<file path="src/rtl/cfg_dec_pkg.sv">
package cfg_dec_pkg;

    localparam int DATA_W = 32;
    localparam int ID_W   = 16;
    localparam int FEAT_W = 8;
    localparam int REG_W  = 8;
    localparam int ADDR_W = ID_W + FEAT_W + REG_W;

    // Field order fixed by the bus: register number on top, tile ID at bottom
    typedef struct packed {
        logic [REG_W-1:0]  reg_num;
        logic [FEAT_W-1:0] feat_num;
        logic [ID_W-1:0]   tile;
    } cfg_addr_t;

    typedef enum logic [1:0] {
        OP_NONE  = 2'b00,
        OP_WRITE = 2'b01,
        OP_READ  = 2'b10,
        OP_BAD   = 2'b11
    } cfg_op_e;

    function automatic cfg_op_e op_of(input logic wr, input logic rd);
        return cfg_op_e'({rd, wr});
    endfunction

endpackage

</file>
<file path="src/rtl/cfg_id_match.sv">
module cfg_id_match
    import cfg_dec_pkg::*;
(
    input  logic [ID_W-1:0] own_id,
    input  logic [ID_W-1:0] req_id,
    output logic            hit
);
    assign hit = (own_id == req_id);
endmodule

</file>
<file path="src/rtl/cfg_feat_decode.sv">
module cfg_feat_decode
    import cfg_dec_pkg::*;
#(
    parameter int NUM_FEAT = 4
) (
    input  logic [FEAT_W-1:0]   feat_num,
    output logic [NUM_FEAT-1:0] sel,
    output logic                attached
);
    for (genvar g = 0; g < NUM_FEAT; g++) begin : g_sel
        assign sel[g] = (feat_num == FEAT_W'(g));
    end
    assign attached = |sel;
endmodule

</file>
<file path="src/rtl/cfg_rd_return.sv">
module cfg_rd_return
    import cfg_dec_pkg::*;
#(
    parameter int NUM_FEAT = 4
) (
    input  logic                       clk,
    input  logic                       rst,
    input  logic                       rd_go,
    input  logic [NUM_FEAT-1:0]        sel,
    input  logic [DATA_W*NUM_FEAT-1:0] bank_rdata,
    output logic [DATA_W-1:0]          rdata_q
);
    logic [DATA_W-1:0] term [NUM_FEAT];
    logic [DATA_W-1:0] mux_out;

    for (genvar g = 0; g < NUM_FEAT; g++) begin : g_term
        assign term[g] = sel[g] ? bank_rdata[g*DATA_W +: DATA_W] : '0;
    end

    always_comb begin
        mux_out = '0;
        for (int i = 0; i < NUM_FEAT; i++) begin
            mux_out = mux_out | term[i];
        end
    end

    always_ff @(posedge clk) begin
        if (rst) begin
            rdata_q <= '0;
        end else if (rd_go) begin
            rdata_q <= mux_out;
        end else begin
            rdata_q <= '0;
        end
    end
endmodule

</file>
<file path="src/rtl/cfg_tile_decoder.sv">
module cfg_tile_decoder
    import cfg_dec_pkg::*;
#(
    parameter int NUM_FEAT = 4
) (
    input  logic                       clk,
    input  logic                       rst,
    input  logic [ID_W-1:0]            tile_id,
    input  logic [ADDR_W-1:0]          cfg_addr,
    input  logic [DATA_W-1:0]          cfg_wdata,
    input  logic                       cfg_wr,
    input  logic                       cfg_rd,
    output logic [NUM_FEAT-1:0]        bank_wr,
    output logic [REG_W-1:0]           bank_reg_sel,
    output logic [DATA_W-1:0]          bank_wdata,
    input  logic [DATA_W*NUM_FEAT-1:0] bank_rdata,
    output logic [DATA_W-1:0]          cfg_rdata
);
    cfg_addr_t             addr_f;
    cfg_op_e               op;
    logic                  id_hit;
    logic                  attached;
    logic [NUM_FEAT-1:0]   sel;
    logic                  rd_go;

    assign addr_f = cfg_addr_t'(cfg_addr);
    assign op     = op_of(cfg_wr, cfg_rd);

    cfg_id_match i_match (
        .own_id (tile_id),
        .req_id (addr_f.tile),
        .hit    (id_hit)
    );

    cfg_feat_decode #(.NUM_FEAT(NUM_FEAT)) i_feat (
        .feat_num (addr_f.feat_num),
        .sel      (sel),
        .attached (attached)
    );

    assign bank_wr      = (op == OP_WRITE && id_hit) ? sel : '0;
    assign bank_reg_sel = addr_f.reg_num;
    assign bank_wdata   = cfg_wdata;
    assign rd_go        = (op == OP_READ) && id_hit && attached;

    cfg_rd_return #(.NUM_FEAT(NUM_FEAT)) i_rd (
        .clk        (clk),
        .rst        (rst),
        .rd_go      (rd_go),
        .sel        (sel),
        .bank_rdata (bank_rdata),
        .rdata_q    (cfg_rdata)
    );
endmodule

</file>
<file path="config.mk">
export PLATFORM = sky130hd
export DESIGN_NAME = cfg_tile_decoder
export DESIGN_NICKNAME = d
export VERILOG_FILES = /design/src/rtl/cfg_dec_pkg.sv /design/src/rtl/cfg_id_match.sv /design/src/rtl/cfg_feat_decode.sv /design/src/rtl/cfg_rd_return.sv /design/src/rtl/cfg_tile_decoder.sv
export SDC_FILE = /design/constraint.sdc
export NUM_CORES = 1
export LEC_CHECK = 0
export BUFFER_PORTS_ARGS = -buffer_cell sky130_fd_sc_hd__buf_2
export CAP_MARGIN = 5
export CORE_AREA = 2 2 112 114
export CTS_CLUSTER_SIZE = 30
export DETAILED_ROUTE_END_ITERATION = 10
export DIE_AREA = 0 0 114 116
export GPL_TIMING_DRIVEN = 0
export SETUP_SLACK_MARGIN = 0.5
export SYNTH_ARGS = -nofsm -noshare
export SYNTH_HDL_FRONTEND = slang
export SYNTH_SLANG_ARGS = --single-unit
export TNS_END_PERCENT = 5
</file>
<file path="constraint.sdc">
create_clock -name clk -period 1.4 [get_ports clk]
set_clock_uncertainty 0.1 [all_clocks]
set_input_delay 0.14 -clock clk [delete_from_list [all_inputs] [get_ports clk]]
set_output_delay 0.14 -clock clk [all_outputs]
set_load 0.03 [all_outputs]
</file>
==> summary.md <==
| Metric | Value |
|---|---|
| Placer Congestion | 0.7869 |
| First-pass GRT wire length | 13.55 mm |
| Worst hold endpoint | i_rd.rdata_q[20] |
| Core area | 11910 µm² |
| CP Capture Type | primary output |
| Hold_ws | 209.7 ps |
| Initial antenna violation count | 1 |
| VDD IR-drop max | 0.3224 mV |
| Slowest-stage cell, CP | or3_4 |
| Worst hold path type | primary input to flip-flop |
| I/O Pins | 288 |
| Detailed-route wire length per cell | 16.19 µm |
| Final core occ | 0.3602 |
| Tcrit/Tclk final | 1.180 |
| Crit path required time | 1160 ps |
| Cell depth of the worst setup path | 6 |
| Tmin final | 1652 ps |
| CP dominant cell by count | nor4_4 |
| Most Crowded Layer GR | met2 |
| Most flops, register | i_rd.rdata_q |
| Initial DRC Count | 104 |
| Hold path cells | 3 |
| Share of layout cells above drive strength 1 | 0.7996 |
| DIE AREA | 13220 µm² |
| Yosys cell types | 20 |
| Grt met1 use | 0.1437 |
| Sequential fraction of the synthesis area | 0.2862 |
| Largest net degree at the start of global routing | 11 |
| Worst Max-Slew Pin Slew | 600.7 ps |
| Crit Path Max Fanout | 2 |
| Via count of the first global-routing pass | 2723 |
| CTS Buf Count | 5 |
| Detailed Route WL | 9.663 mm |
| Achievable Freq | 605.4 MHz |
| Clk sink count | 32 |
| I/O Buffers | 245 |
| Worst setup margin | -251.9 ps |
| Commonest non-fill, non-tap cell in the layout | buf_2 |
| CTS root buf | clkbuf_16 |
| WP buf/inv | 2 |
| GR Layer Usage met2 | 0.2583 |
| Rows | 40 |
| Die height | 116 µm |
| Max FFs per register | 32 |
| Finish-stage setup viols | 36 |
| CTS tree | yes |
| Cell breakdown of the critical path | buf_2 -> nor4_4 -> nand2_1 -> or3_4 -> nor4_4 -> buf_6 |
| Hold Violations, Final | 0 |
| Most frequent cells in the layout | buf_2 (208), buf_4 (50), buf_6 (44), mux4_2 (32), dfxtp_1 (32) |
| Die Span X | 114 µm |
| DP HPWL | 8.370 mm |
| Worst hold start | bank_rdata[20] |
| RSZ-0062 raised after global routing | true |
| Max Cap Viol | 0 |
| Fill count | 1200 |
| Drt pass-1 iters | 4 |
| Starting Density | 0.1879 |
| Grt met3 use | 0.03504 |
| Synthesis Warnings | 0 |
| Mapped cell area | 2238 µm² |
| Pleak | 2.228 nW |
| Status | finished, violations left |
| Power per cell area | 716.6 nW/µm² |
| Crit Path Category | primary input to primary output |
| CP arrival | 1410 ps |
| Via density per instance | 4.281 |
| Post-Synthesis Cells | 186 |
| Largest stage delay, worst path | 340 ps |
| Total global-route track usage | 0.1358 |
| Slew Limit Headroom | 0.5995 |
| Slew Viols, Final | 0 |
| Synth Register Bits | 32 |
| Placed cell count | 578 |
| Clock-pin slew on the worst setup and hold paths | 50 ps |
| Largest regs | i_rd.rdata_q (32) |
| Clock Tree Buf Depth | 2 |
| Post-DRT Antenna Nets | 0 |
| Failing checks | setup timing |
| CP startpoint kind | primary input |
| CP delay by family, top | simple AND/OR/NAND/NOR gates |
| Nets | 660 |
| Synth Net Count | 398 |
| Layout Cells excl Fill | 597 |
| Via count | 2556 |
| Overall Power | 3.075 mW |
| DRC Markers | 0 |
| Htree depth | 2 |
| Layout area overhead | 91.67% |
| Setup_tns | -6375 ps |
| Grt ovf | 0 |
| Post-Synthesis Mean Instance Area | 12.03 µm² |
[stage by stage]
stage / instance area (µm²) / worst slack, ps
6_report: 4290 / -251.9
5_1_grt: 4288 / -354.5
4_1_cts: 4209 / -284.2
3_5_place_dp: 3709 / -785.2
3_3_place_gp: 3709 / -745.5
2_1_floorplan: 2298 / -308.5
[Yosys cell counts]
library cell	number	area, µm²
clkbuf_1	4	15.01
and3_2	2	15.01
buf_6	3	33.78
xnor2_1	8	70.07
and3_1	30	187.7
nand4_1	3	18.77
and3_4	1	11.26
nand2_1	1	3.750
nand4b_1	3	26.28
or3_1	1	6.260
nor4_4	1	21.27
xor2_1	8	70.07
buf_1	2	7.510
buf_2	2	10.01
nor4_1	6	37.54
mux4_2	32	720.7
and4_1	1	8.760
nor2_1	3	11.26
dfxtp_1	32	640.6
buf_4	43	322.8
[cell families after synthesis]
kind of cell           Yosys count  share of synthesized area
multiplexers                    32                     0.3220
flip-flops                      32                     0.2862
buffers and inverters           54                     0.1738
XOR/XNOR                        16                    0.06261
AND/OR/NAND/NOR                 52                     0.1554
[power by group]
| group | internal [mW] | leakage [nW] | switching [mW] | total (mW) |
|---|---|---|---|---|
| Clock | 0.935 | 0.0901 | 0.366 | 1.30 |
| Combinational | 0.484 | 1.88 | 0.377 | 0.862 |
| Sequential | 0.912 | 0.258 | 0.0000000287 | 0.912 |
| Total | 2.33 | 2.23 | 0.743 | 3.07 |
[layer usage]
metal	up-vias	wire length (µm)
li1	1185	-
met1	1171	3468
met2	183	5076
met3	15	925
met4	2	179
met5	-	13
[worst max path at each step]
| stage | from | to | slack [ps] |
|---|---|---|---|
| 2_1_floorplan | cfg_addr[8] | bank_wr[0] | -310 |
| 3_3_place_gp | cfg_addr[15] | bank_wr[0] | -750 |
| 3_5_place_dp | cfg_addr[15] | bank_wr[3] | -790 |
| 4_1_cts | cfg_addr[10] | bank_wr[3] | -280 |
| 5_1_grt | cfg_addr[18] | bank_wr[0] | -350 |
| 6_report | cfg_addr[18] | bank_wr[0] | -250 |
[final cells by class]
type / count / area [µm²] / area share
Clock inverter: 1 / 30.03 / 0.006999
Sequential cell: 32 / 640.6 / 0.1493
Tap cell: 147 / 183.9 / 0.04287
Timing Repair Buffer: 255 / 1558 / 0.3631
Multi-Input combinational cell: 100 / 1326 / 0.3091
Antenna cell: 1 / 2.502 / 0.0005833
Buffer: 54 / 396.6 / 0.09245
Clock buffer: 7 / 152.6 / 0.03558
[what timing repair did]
action                     4_1_cts  5_1_grt
setup endpoints to repair       68       68
cloned                           0        2
hold buffers                     0        0
hold endpoints to repair         0        0
setup buffers                    7        1
pin swaps                        5        2
resized for setup               82       13
(Power assumes the default switching activity.)
